===== config.mk =====
export PLATFORM = sky130hd
export DESIGN_NAME = timer_readback_top
export DESIGN_NICKNAME = d
export VERILOG_FILES = /design/src/rtl/timer_rb_pkg.sv /design/src/rtl/tmr_bus_if.sv /design/src/rtl/tmr_channel.sv /design/src/rtl/timer_readback_top.sv
export SDC_FILE = /design/constraint.sdc
export NUM_CORES = 1
export LEC_CHECK = 0
export BUFFER_PORTS_ARGS = -buffer_cell sky130_fd_sc_hd__buf_2
export CAP_MARGIN = 20
export CORE_MARGIN = 1
export CORE_UTILIZATION = 61
export DETAILED_ROUTE_END_ITERATION = 7
export PLACE_DENSITY = 0.79
export SLEW_MARGIN = 20
export SYNTH_ARGS = -nofsm -noshare
export SYNTH_HDL_FRONTEND = slang
export SYNTH_SLANG_ARGS = --single-unit
export TNS_END_PERCENT = 10

===== constraint.sdc =====
create_clock -name clk -period 2.5 [get_ports clk]
set_input_delay 0.5 -clock clk [delete_from_list [all_inputs] [get_ports clk]]
set_output_delay 0.5 -clock clk [all_outputs]
set_load 0.01 [all_outputs]

===== src/rtl/timer_rb_pkg.sv =====
// Shared constants for the timer readback block.
// Assumes three counters, a two-bit address and an 8-bit data bus.
package timer_rb_pkg;
    localparam int DATA_W    = 8;
    localparam int CNT_W     = 2 * DATA_W;
    localparam int NUM_CH    = 3;
    localparam int ADDR_W    = 2;
    localparam logic [ADDR_W-1:0] CTRL_ADDR = '1;
    localparam logic [1:0] CAPTURE_CODE = 2'b00;
endpackage


===== src/rtl/tmr_bus_if.sv =====
// Bus front end: registers the strobes and turns completed writes and
// reads into single-cycle per-counter strobes.
// Assumes the address, data and cs_n stay stable while a strobe is low.
module tmr_bus_if
    import timer_rb_pkg::*;
(
    input  logic                 clk,
    input  logic                 rst_n,
    input  logic                 cs_n,
    input  logic                 rd_n,
    input  logic                 wr_n,
    input  logic [ADDR_W-1:0]    addr,
    input  logic [DATA_W-1:0]    din,
    output logic [NUM_CH-1:0]    load_stb,
    output logic [NUM_CH-1:0]    capture_stb,
    output logic [NUM_CH-1:0]    rd_done,
    output logic [DATA_W-1:0]    wr_byte
);
    logic              cs_q;
    logic              rd_q;
    logic              wr_q;
    logic [ADDR_W-1:0] addr_q;
    logic [DATA_W-1:0] din_q;
    logic              wr_edge;
    logic              rd_edge;
    logic              capture_cmd;

    // Keep last cycle's bus state so strobe rising edges can be found.
    always_ff @(posedge clk) begin
        if (!rst_n) begin
            cs_q   <= 1'b1;
            rd_q   <= 1'b1;
            wr_q   <= 1'b1;
            addr_q <= '0;
            din_q  <= '0;
        end else begin
            cs_q   <= cs_n;
            rd_q   <= rd_n;
            wr_q   <= wr_n;
            addr_q <= addr;
            din_q  <= din;
        end
    end

    // Write and read complete on the strobe rising edge.
    always_comb begin
        wr_edge     = !wr_q && wr_n && !cs_q;
        rd_edge     = !rd_q && rd_n && !cs_q;
        capture_cmd = wr_edge && (addr_q == CTRL_ADDR)
                      && (din_q[5:4] == CAPTURE_CODE);
        wr_byte     = din_q;
    end

    for (genvar ch = 0; ch < NUM_CH; ch++) begin : g_dec
        // Route each completed access to the addressed counter.
        always_comb begin
            load_stb[ch]    = wr_edge && (addr_q == ADDR_W'(ch));
            capture_stb[ch] = capture_cmd && (din_q[7:6] == 2'(ch));
            rd_done[ch]     = rd_edge && (addr_q == ADDR_W'(ch));
        end
    end
endmodule


===== src/rtl/tmr_channel.sv =====
// One counter with its two-byte loader, read pointer, snapshot holder and
// sequence guard. Assumes at most one strobe per cycle from the bus front end.
module tmr_channel
    import timer_rb_pkg::*;
(
    input  logic              clk,
    input  logic              rst_n,
    input  logic              cnt_en,
    input  logic              load_stb,
    input  logic              capture_stb,
    input  logic              rd_done,
    input  logic [DATA_W-1:0] wr_byte,
    output logic [DATA_W-1:0] rd_byte,
    output logic              seq_err,
    output logic              held,
    output logic [CNT_W-1:0]  snap,
    output logic [CNT_W-1:0]  count
);
    logic              rd_hi;
    logic              wr_hi;
    logic [DATA_W-1:0] lo_buf;
    logic              load_ok;
    logic              load_fire;
    logic [CNT_W-1:0]  src;

    // A load byte is accepted only outside a two-byte read.
    always_comb begin
        load_ok   = load_stb && !rd_hi;
        load_fire = load_ok && wr_hi;
    end

    // Counter: a full load wins, otherwise decrement when enabled.
    always_ff @(posedge clk) begin
        if (!rst_n)
            count <= '0;
        else if (load_fire)
            count <= {wr_byte, lo_buf};
        else if (cnt_en)
            count <= count - 1'b1;
    end

    // Load byte order: keep the low byte, then wait for the high byte.
    always_ff @(posedge clk) begin
        if (!rst_n) begin
            wr_hi  <= 1'b0;
            lo_buf <= '0;
        end else if (load_ok) begin
            if (!wr_hi)
                lo_buf <= wr_byte;
            wr_hi <= !wr_hi;
        end
    end

    // Read pointer toggles on every completed read of this counter.
    always_ff @(posedge clk) begin
        if (!rst_n)
            rd_hi <= 1'b0;
        else if (rd_done)
            rd_hi <= !rd_hi;
    end

    // Snapshot: capture when free, release after the high byte is read.
    always_ff @(posedge clk) begin
        if (!rst_n) begin
            held <= 1'b0;
            snap <= '0;
        end else if (rd_done && rd_hi) begin
            held <= 1'b0;
        end else if (capture_stb && !held) begin
            held <= 1'b1;
            snap <= count;
        end
    end

    // Sticky flag for a load attempted in the middle of a read.
    always_ff @(posedge clk) begin
        if (!rst_n)
            seq_err <= 1'b0;
        else if (load_stb && rd_hi)
            seq_err <= 1'b1;
    end

    // Byte presented to the bus: held copy if any, else the live count.
    always_comb begin
        src     = held ? snap : count;
        rd_byte = rd_hi ? src[CNT_W-1:DATA_W] : src[DATA_W-1:0];
    end
endmodule


===== src/rtl/timer_readback_top.sv =====
// Top: bus front end, three counters and the combinational read mux.
// Assumes a bus synchronous to clk; dout is valid only while dout_oe is high.
module timer_readback_top
    import timer_rb_pkg::*;
(
    input  logic              clk,
    input  logic              rst_n,
    input  logic              cs_n,
    input  logic              rd_n,
    input  logic              wr_n,
    input  logic [ADDR_W-1:0] addr,
    input  logic [DATA_W-1:0] din,
    input  logic [NUM_CH-1:0] cnt_en,
    input  logic [NUM_CH-1:0] gate,
    output logic [DATA_W-1:0] dout,
    output logic              dout_oe,
    output logic [NUM_CH-1:0] seq_err
);
    logic [NUM_CH-1:0]             load_stb;
    logic [NUM_CH-1:0]             capture_stb;
    logic [NUM_CH-1:0]             rd_done;
    logic [DATA_W-1:0]             wr_byte;
    logic [NUM_CH-1:0][DATA_W-1:0] ch_byte;
    logic [NUM_CH-1:0]             held_v;
    logic [NUM_CH-1:0][CNT_W-1:0]  snap_v;
    logic [NUM_CH-1:0][CNT_W-1:0]  count_v;

    tmr_bus_if u_bus (
        .clk         (clk),
        .rst_n       (rst_n),
        .cs_n        (cs_n),
        .rd_n        (rd_n),
        .wr_n        (wr_n),
        .addr        (addr),
        .din         (din),
        .load_stb    (load_stb),
        .capture_stb (capture_stb),
        .rd_done     (rd_done),
        .wr_byte     (wr_byte)
    );

    for (genvar ch = 0; ch < NUM_CH; ch++) begin : g_ch
        tmr_channel u_chan (
            .clk         (clk),
            .rst_n       (rst_n),
            .cnt_en      (cnt_en[ch] && gate[ch]),
            .load_stb    (load_stb[ch]),
            .capture_stb (capture_stb[ch]),
            .rd_done     (rd_done[ch]),
            .wr_byte     (wr_byte),
            .rd_byte     (ch_byte[ch]),
            .seq_err     (seq_err[ch]),
            .held        (held_v[ch]),
            .snap        (snap_v[ch]),
            .count       (count_v[ch])
        );
    end

    // Read mux: drive only for a counter address during an active read.
    always_comb begin
        dout_oe = !cs_n && !rd_n && (addr != CTRL_ADDR);
        dout    = '0;
        for (int i = 0; i < NUM_CH; i++)
            if (dout_oe && (addr == ADDR_W'(i)))
                dout = ch_byte[i];
    end
endmodule


==> qor.yml, run 1 <==
layout:
  stdcell_count: 884
  fillCellCount: 774
  diodes: 0
  synthToLayoutAreaGrowth_pct: 15.70
  nNetsFinal: 755
  drive_gt1_share_pct: 19.22
  multiInputGateArea_um2: 3631
  seq_area_um2: 2918
clock_tree:
  cts_tree: "done"
  clockBufferDepth: 2
  insertion_delay_ps: 530
  cts_hold_buf: 0
  clock_sinks: 145
  htree_num_levels: 4
  clock-root-buffer: "clkbuf_8"
  cts_made_buffers: 17
  clkSlewWorstSetupHoldPaths_ps: 60
job:
  cap_violations: 0
sta:
  max-slew-margin-rel_pct: 49.54
  setup_ws_ps: -72.12
  min_period_over_period_pct: 102.9
  setup_viol: 8
  final_max_slew_viol_count: 0
  fmax_ghz: 0.3888
  tightest_slew_ps: 756.8
  hold_viol: 0
  rsz0062_at_grt: "true"
  fin_crit_ps: 2572
  fin_skew_ps: 10.71
pwr:
  pwr-share-clk_pct: 43.4
  p_comb_share_pct: 11.9
  power_mw: 5.776
  p_int_mw: 4.272
  netSwitchingFraction_pct: 26.05
  ir_drop_uv: 771.5
  powerDensity_nw_per_um2: 737.0
  p_seq_share_pct: 44.7
  switching_power_mw: 1.504
  power.static_leakage_nw: 3.113
routing:
  drtIter0Drc: 720
  post_drt_wl_per_cell_um: 19.86
  drc: 0
  wirelength_mm: 17.56
  antenna_left: 0
  viasPerCell: 6.361
  via_count: 5623
  firstDrtPassIters: 5
synthesis:
  yosysWarnings: 0
  netlist_area_um2: 6774
  syn-num-nets: 726
  syn_avg_cell_area_um2: 9.650
  synthArstFlopShare_pct: 0
  synth-seq-cells: 145
  synth_ff_type: "dfxtp_1"
  syn_inst: 702
  ys_types: 49
  ys_seq_area_share_pct: 42.85
  synth_edf_count: 0
floorplanning:
  boundaryPins: 33
  start_util_pct: 62.49
  die_area_um2: 11530
  die_h_um: 107.4
  rows: 38
  fp.dieW_um: 107.4
  core_um2: 10840
placement:
  dp_hpwl_mm: 11.52
  dp_cells: 848
  place.gp.congestion: 0.9341
  portBuffers: 32
min_path:
  min_path_type: "input pin to flop"
worst_setup_path:
  start_kind: "flop"
  arrival_ps: 2070
  r2r_slack_ps: 190
  cp_max_fo: 4
  path_class: "flop to output port"
  worstSetupEndpointType: "output port"
  worst_ep_required_time_ps: 2000
outcome:
  violations: "setup timing"
  status: "complete, but fails checks"
grt:
  grt_pass1_wl_mm: 27.32
  antenna_found_initial: 0
  grt_max_degree: 83
  grtUsageTotal_pct: 31.92
  grt.overflow.total: 0
  grt_pass1_vias: 5248
## final cells by class
cell class,instances,share of cell area (%)
Tap cell,140,2.235
Timing Repair Buffer,70,6.050
Sequential cell,145,37.23
Inverter,11,0.5268
Clock buffer,21,5.987
Clock inverter,11,1.644
Multi-Input combinational cell,486,46.33
## layer usage
metal,global-route usage (%),share of wire [%],vias to the layer above
met5,0,0,-
met4,14.68,3.7,0
met3,10.84,9.6,62
met2,47.65,45,263
met1,41.66,42,2704
li1,-,-,2594
## cells by family (layout without fill, tap and decap cells)
logic type	Yosys count	after routing	synth area share, %
xor+xnor	34	34	4.396
buf+inv	71	113	4.248
fa+ha+maj	3	3	0.5542
flops	145	145	42.85
mux	111	111	20.89
simple gates	228	228	17.01
compound gates	110	110	10.05
## cells in the final DEF (no fill, tap or decap), types with 3 or more instances in the layout
cell type  count
a211oi_1      10
a21oi_1       21
a2bb2oi_1      7
a31oi_1       15
and2_1        10
buf_2         32
buf_4         35
clkbuf_16     16
clkbuf_8       5
clkinv_4       4
dfxtp_1      141
dfxtp_4        4
ha_1           3
inv_1         10
mux2i_1       85
mux4_2        23
nand2_1       39
nand2b_1       3
nand3_1        9
nand4b_1       6
nor2_1        87
nor2b_1        3
nor3_1        15
nor3b_1        4
nor4_1        10
nor4b_1        3
o21a_1         3
o21ai_0       38
o31ai_1        5
or2_2          3
or3_1         11
or4_1         10
xnor2_1       27
xor2_1         7
## power by group through the flow
stage	registers, mW	logic, mW	clock network, mW
2_1_floorplan	2.55	0.495	0
3_3_place_gp	2.61	0.633	0
3_5_place_dp	2.62	0.656	0
4_1_cts	2.57	0.674	2.54
5_1_grt	2.58	0.748	2.64
6_report	2.58	0.687	2.51
## critical path: stages (launching register included)
cell	delay, ps
dfxtp_4	380
buf_6	120
mux4_2	490
mux2i_2	200
a2bb2oi_2	160
nor3_1	50
buf_2	140
## flip-flops by register name, summed over array words and instances (netlist names)
| signal | count |
|---|---|
| g_ch.u_chan.count | 48 |
| g_ch.u_chan.snap | 48 |
| g_ch.u_chan.lo_buf | 24 |
| u_bus.wr_byte | 8 |
| g_ch.u_chan.held | 3 |
| g_ch.u_chan.rd_hi | 3 |
| g_ch.u_chan.seq_err | 3 |
| g_ch.u_chan.wr_hi | 3 |
| u_bus.addr_q | 2 |
| u_bus.cs_q | 1 |
| u_bus.rd_q | 1 |
| u_bus.wr_q | 1 |
## repair_timing
item | in CTS | in global routing
gates resized for setup | 11 | 3
setup buffers | 3 | 1
pin swaps | 0 | 0
endpoints found under the hold margin | 0 | 0
setup endpoints to repair | 8 | 24
## worst paths after layout
path                            from                 endpoint  cells after the start
max             g_ch[0].u_chan.rd_hi                  dout[3]                      6
max reg2reg          u_bus.addr_q[1]  g_ch[1].u_chan.snap[12]                      5
min                           din[2]         u_bus.wr_byte[2]                      2
min reg2reg  g_ch[1].u_chan.snap[10]  g_ch[1].u_chan.snap[10]                      2
## synthesized netlist by cell type (4+ instances only)
master / count / area (um^2)
nand3_1: 9 / 45.04
inv_1: 10 / 37.54
and2_1: 10 / 62.56
o31ai_1: 5 / 37.54
mux4_2: 23 / 518.0
or4_1: 10 / 75.07
a2bb2oi_1: 8 / 70.07
a211oi_1: 10 / 75.07
nand4b_1: 6 / 52.55
buf_1: 4 / 15.01
nor2_1: 87 / 326.6
nor3_1: 15 / 75.07
buf_2: 4 / 20.02
clkbuf_1: 47 / 176.4
xor2_1: 7 / 61.31
a31oi_1: 15 / 93.84
o21ai_0: 38 / 190.2
a21oi_1: 21 / 105.1
nand2_1: 39 / 146.4
dfxtp_1: 145 / 2903
mux2i_1: 87 / 870.8
or3_1: 11 / 68.82
xnor2_1: 27 / 236.5
nor3b_1: 4 / 30.03
nor4_1: 12 / 75.07
buf_4: 4 / 30.03
## through the flow
stage | area (um^2) | setup TNS (ps) | utilization (%) | setup slack (ps) | hold WS, ps
2_1_floorplan | 6774 | 0 | - | 272.6 | 431.5
3_3_place_gp | 7158 | 0 | 66.03 | 196.1 | 440.3
3_5_place_dp | 7158 | 0 | 66.03 | 85.27 | 446.3
4_1_cts | 7814 | -475.1 | 72.08 | -71.75 | 143.8
5_1_grt | 7838 | -1039 | 72.30 | -194.7 | 155.2
6_report | 7838 | -328.9 | 72.30 | -72.12 | 172.6
Power figures use the tool's default switching activity.
==> run 2, diff against run 1 <==
Settings changed: ABC_AREA from default to 1, CORE_UTILIZATION 61 to 62, PLACE_DENSITY 0.79 to 0.8.
==> qor.yml, run 2 <==
synthesis:
  synth_top_cell_area_share_pct: 37.44  # -5.4 points
  netlist_area_um2: 7754  # +14%
  syn-num-nets: 1279  # +76%
  synthArstFlopShare_pct: 0  # unchanged
  synthTopCellsByArea: "dfxtp_1 37%, nand2_1 13%, a21oi_1 10%"
  ys_types: 23  # -53%
  synth-seq-cells: 145  # unchanged
  yosysWarnings: 0  # unchanged
  synth_edf_count: 0  # unchanged
  yosysMostFrequentCell: "nand2_1"
  synth_ff_type: "dfxtp_1"
  ys_seq_area_share_pct: 37.44  # -5.4 points
  yosys.area.top_type: "dfxtp_1"
  ys_top_cells_by_count: "277 x nand2_1, 203 x nor2_1, 155 x a21oi_1"
  syn_avg_cell_area_um2: 6.178  # -36%
  syn_inst: 1255  # +79%
sta:
  fin_setup_tns_ps: 0  # +328.9 ps
  fin_skew_ps: 12.05  # +1.342 ps
  setup_viol: 0  # -8
  fin_crit_ps: 2302  # -270.6 ps
  hold_viol: 0  # unchanged
  holdWs_ps: 242.3  # +69.77 ps
  setup_ws_ps: 198.5  # +270.6 ps
  tightest_slew_ps: 645.5  # -111.3 ps
  final_max_slew_viol_count: 0  # unchanged
  fmax_ghz: 0.4345  # +12%
  max-slew-margin-rel_pct: 56.84  # +7.3 points
  min_period_over_period_pct: 92.06  # -11 points
  rsz0062_at_grt: "false"
floorplanning:
  fp.dieW_um: 113.8  # +6.0%
  rows: 40  # +5.3%
  die_area_um2: 12960  # +12%
  boundaryPins: 33  # unchanged
  core_um2: 12110  # +12%
  die_h_um: 113.8  # +6.0%
  start_util_pct: 64.02  # +1.5 points
min_path:
  min_path_type: "input pin to flop"
pwr:
  ir_drop_uv: 634.9  # -18%
  power.static_leakage_nw: 3.985  # +28%
  powerDensity_nw_per_um2: 729.3  # -1.0%
  p_int_mw: 4.579  # +7.2%
  p_comb_share_pct: 16.0  # +4.1 points
  switching_power_mw: 1.774  # +18%
  pwr-share-clk_pct: 44.4  # +1.0 points
  power_mw: 6.353  # +10%
  p_seq_share_pct: 39.6  # -5.1 points
  netSwitchingFraction_pct: 27.93  # +1.9 points
layout:
  diodes: 0  # unchanged
  stdcell_count: 1446  # +64%
  finalInstanceArea_um2: 8711  # +11%
  reg_top3: "g_ch.u_chan.count: 48 flops, g_ch.u_chan.snap: 48 flops, g_ch.u_chan.lo_buf: 24 flops"
  mostFrequentLayoutCells: "277 x nand2_1, 202 x nor2_1, 155 x a21oi_1"
  fillCellCount: 1107  # +43%
  fin_util_pct: 71.92  # -0.38 points
  nNetsFinal: 1289  # +71%
  layout_commonest_cell: "nand2_1"
  drive_gt1_share_pct: 7.668  # -12 points
  synthToLayoutAreaGrowth_pct: 12.34
worst_setup_path:
  start_kind: "input pin"
  worstSetupEndpointType: "output port"
  path_class: "input pin to output port"
  cp_max_fo: 8  # +4
  arrival_ps: 1800  # -270 ps
  worst_ep_required_time_ps: 2000  # about the same
grt:
  antenna_found_initial: 0  # unchanged
  grt_max_degree: 108  # +30%
  grt_pass1_wl_mm: 34.92  # +28%
  grtUsageTotal_pct: 34.73  # +2.8 points
  grt_pass1_vias: 7149  # +36%
  grt.overflow.total: 0  # unchanged
clock_tree:
  clock_sinks: 145  # unchanged
  clkSlewWorstSetupHoldPaths_ps: 60  # about the same
  cts_tree: "done"
  post_cts_buffers: 0  # -3
  cts_hold_buf: 0  # unchanged
  clock-root-buffer: "clkbuf_16"
  insertion_delay_ps: 440  # -90 ps
  cts_made_buffers: 17  # unchanged
  cts_resized: 0  # -11
  clockBufferDepth: 2  # unchanged
  htree_num_levels: 4  # unchanged
routing:
  via_count: 8031  # +43%
  drtIter0Drc: 1039  # +44%
  wirelength_mm: 21.49  # +22%
  drc: 0  # unchanged
  antenna_left: 0  # unchanged
  post_drt_wl_per_cell_um: 14.86  # -25%
  firstDrtPassIters: 7  # +2
  viasPerCell: 5.554  # -13%
outcome:
  status: "finished clean"
placement:
  place.gp.congestion: 0.9257  # -0.90%
  dpl_cell_area_um2: 8056  # +13%
  dp_hpwl_mm: 14.28  # +24%
  dp_cells: 1414  # +67%
  dp_slack_ps: 222.0  # +136.8 ps
  portBuffers: 32  # unchanged
job:
  cap_violations: 0  # unchanged
## run 2: cell families (layout without fill, tap and decap cells)
kind of cell             after synthesis  in the layout  synth area share, %
flip-flops                           145            145                37.44
buffers and inverters                199            222                10.15
AND/OR/NAND/NOR                      642            642                34.15
XOR/XNOR                              12             12                1.355
AO/OA/AOI/OAI                        254            254                16.43
adder cells (fa/ha/maj)                3              3               0.4842
## run 2: area by class of cell
| type | instances | area, um^2 | share of cell area (%) |
|---|---|---|---|
| clock buffer | 22 | 474.2 | 5.444 |
| clock inverter | 10 | 180.2 | 2.068 |
| inverter | 131 | 491.7 | 5.645 |
| multi-input combinational | 911 | 4076 | 46.80 |
| sequential | 145 | 2903 | 33.32 |
| tap | 168 | 210.2 | 2.413 |
| timing repair buffer | 59 | 375.4 | 4.309 |
## run 2: critical path, stage by stage
cell     delay, ps
buf_2          100
nor2_1         260
nand2_1        120
nor2_1         440
nand3_1        150
nand3_1        100
buf_2          130
## run 2: power groups by stage
stage	logic [mW]	clock network [mW]	registers (mW)
3_3_place_gp	0.961	0	2.56
6_report	1.02	2.82	2.51
3_5_place_dp	0.976	0	2.56
5_1_grt	1.16	2.94	2.52
2_1_floorplan	0.760	0	2.52
4_1_cts	0.996	2.85	2.51
## run 2: layer usage
layer	wire (um)	vias up	global-route usage, %
met2	9567	321	53.74
met3	1503	51	5.951
met1	9509	3608	46.20
li1	-	4051	-
met5	0	-	0
met4	911	0	19.13
## run 2: final timing paths
kind                                          startpoint  slack (ps)  cells past startpoint                        to
worst max register to register           u_bus.addr_q[0]         470                      7  g_ch[1].u_chan.lo_buf[5]
worst max-delay path                                rd_n         200                      7                   dout[2]
worst min-delay path                              din[2]         240                      3          u_bus.wr_byte[2]
worst min register to register  g_ch[1].u_chan.lo_buf[0]         450                      2  g_ch[1].u_chan.lo_buf[0]
==> run 3, diff against run 2 <==
Settings changed: CORE_UTILIZATION 62 to 25, PLACE_DENSITY 0.8 to default, SYNTH_HIERARCHICAL from default to 1.
==> qor.yml, run 3 <==
outcome:
  status: "finished clean"
floorplanning:
  start_util_pct: 25.47  # -39 points
  fp.dieW_um: 178.6  # +57%
  boundaryPins: 33  # unchanged
  die_area_um2: 31880  # +150%
  core_um2: 30590  # +150%
  rows: 64  # +60%
  die_h_um: 178.6  # +57%
routing:
  via_count: 7380  # -8.1%
  antenna_left: 0  # unchanged
  wirelength_mm: 22.82  # +6.2%
  firstDrtPassIters: 6  # -1
  drc: 0  # unchanged
  post_drt_wl_per_cell_um: 14.21  # -4.4%
  viasPerCell: 4.595  # -17%
  drtIter0Drc: 525  # -49%
worst_setup_path:
  worst_ep_required_time_ps: 2000  # about the same
  arrival_ps: 1860  # +60 ps
  cp_max_fo: 5  # -3
  start_kind: "flop"
  r2r_slack_ps: 490  # +20 ps
  path_class: "flop to output port"
  worstSetupEndpointType: "output port"
grt:
  grt_pass1_wl_mm: 36.49  # +4.5%
  grt_most_used_layer: "met2"
  grtUsageTotal_pct: 14.94  # -20 points
  antenna_found_initial: 0  # unchanged
  grt_use_met2_pct: 22.66  # -31 points
  grt_max_degree: 33  # -69%
  grt_pass1_vias: 6898  # -3.5%
  met3_usage_pct: 2.792  # -3.2 points
  grt.met1_usage_pct: 21.12  # -25 points
  grt.overflow.total: 0  # unchanged
sta:
  max-slew-margin-rel_pct: 58.38  # +1.5 points
  tightest_slew_ps: 623.5  # -22.01 ps
  fin_skew_ps: 10.57  # -1.488 ps
  rsz0062_at_grt: "false"
  fin_crit_ps: 2358  # +56.73 ps
  final_max_slew_viol_count: 0  # unchanged
  holdWs_ps: 249.0  # +6.716 ps
  fin_setup_tns_ps: 0  # unchanged
  fmax_ghz: 0.4240  # -2.4%
  setup_viol: 0  # unchanged
  min_period_over_period_pct: 94.33  # +2.3 points
  setup_ws_ps: 141.8  # -56.73 ps
  hold_viol: 0  # unchanged
pwr:
  ir_drop_uv: 316.4  # -50%
  power_mw: 6.358  # about the same
  powerDensity_nw_per_um2: 715.6  # -1.9%
  power.static_leakage_nw: 3.620  # -9.1%
placement:
  dp_slack_ps: 276.6  # +54.56 ps
  dp_hpwl_mm: 16.25  # +14%
  portBuffers: 32  # unchanged
  dpl_cell_area_um2: 8235  # +2.2%
  place.gp.congestion: 0.8897  # -3.9%
synthesis:
  synth_top_cell_area_share_pct: 37.25  # -0.19 points
  yosysMostFrequentCell: "nand2_1"
  syn_inst: 1181  # -5.9%
  synth_edf_count: 0  # unchanged
  ys_top_cells_by_count: "209 x nand2_1, 198 x inv_1, 152 x a21oi_1, 152 x o21ai_0, 145 x dfxtp_1"
  yosysWarnings: 6  # +6
  syn-num-nets: 1205  # -5.8%
  ys_types: 32  # +39%
  ys_seq_area_share_pct: 37.25  # -0.19 points
  synthArstFlopShare_pct: 0  # unchanged
  netlist_area_um2: 7792  # +0.50%
  syn_avg_cell_area_um2: 6.598  # +6.8%
  yosys.area.top_type: "dfxtp_1"
  synthTopCellsByArea: "dfxtp_1 37%, nand2_1 10%, a21oi_1 9.8%"
  synth-seq-cells: 145  # unchanged
  synth_ff_type: "dfxtp_1"
layout:
  diodes: 0  # unchanged
  synthToLayoutAreaGrowth_pct: 14.02
  mostFrequentLayoutCells: "209 x nand2_1, 198 x inv_1, 152 x a21oi_1"
  layout_commonest_cell: "nand2_1"
  reg_top3: "g_ch.u_chan/count: 48 flops, g_ch.u_chan/snap: 48 flops, g_ch.u_chan/lo_buf: 24 flops"
  finalInstanceArea_um2: 8885  # +2.0%
  nNetsFinal: 1221  # -5.3%
  drive_gt1_share_pct: 10.41  # +2.7 points
clock_tree:
  cts_tree: "done"
  clock_sinks: 145  # unchanged
  clkSlewWorstSetupHoldPaths_ps: 60  # about the same
  htree_num_levels: 4  # unchanged
  clockBufferDepth: 2  # unchanged
  clock-root-buffer: "clkbuf_16"
  cts_made_buffers: 17  # unchanged
  insertion_delay_ps: 430  # about the same
job:
  cap_violations: 0  # unchanged
min_path:
  min_path_type: "input pin to flop"
[run 3: path summary, 6_finish.rpt]
| check | from | to | depth (start not counted) |
|---|---|---|---|
| worst min register to register | g_ch[0].u_chan/snap[15] | g_ch[0].u_chan/snap[15] | 2 |
| worst max register to register | u_bus/wr_q | g_ch[0].u_chan/lo_buf[0] | 6 |
| worst max-delay path | g_ch[0].u_chan/count[11] | dout[3] | 7 |
| worst min-delay path | din[0] | u_bus/wr_byte[0] | 3 |
[run 3: routing by layer]
layer | routed length (um) | share of wire (%)
met2 | 9930 | 44
met5 | 0 | 0
met1 | 11430 | 50
met4 | 370 | 1.6
met3 | 1096 | 4.8
[run 3: what timing repair did]
item	in CTS	in global routing
buffers inserted	0	0
setup endpoints to repair	7	7
hold buffers	0	0
resized for setup	1	6
[run 3: cells by family (layout without fill, tap and decap cells)]
logic type      count (synthesis)  count (layout)  share of synthesized area (%)
compound gates                340             340                          22.46
xor+xnor                       18              18                          2.023
fa+ha+maj                       3               3                         0.4817
buf+inv                       265             294                          14.88
flops                         145             145                          37.25
simple gates                  410             410                          22.90
[run 3: cell type report]
| type | count | area [um^2] |
|---|---|---|
| Fill cell | 3392 | 21700 |
| Inverter | 211 | 807.0 |
| Clock buffer | 18 | 439.2 |
| Multi-Input combinational cell | 771 | 3730 |
| Timing Repair Buffer | 51 | 302.8 |
| Tap cell | 396 | 495.5 |
| Sequential cell | 145 | 2909 |
| Clock inverter | 14 | 201.4 |
[run 3: stage by stage]
stage               util [%]  instances
floorplan                  -       1181
global placement       26.92       1574
detailed placement     26.92       1574
CTS                    29.02       1606
global route           29.05       1606
finish                 29.05       1606
[run 3: critical path: stages, from the launching register on]
cell     delay (ps)
dfxtp_2         380
inv_1           120
a21oi_1         160
o21ai_0         170
o21ai_1         160
nand3_1         140
nand3_1         150
buf_2           150
[run 3: where the power goes]
part | switching (mW) | internal, mW | total (mW)
clock network | 1.09 | 1.72 | 2.81
logic | 0.676 | 0.357 | 1.03
registers | 0.123 | 2.40 | 2.52
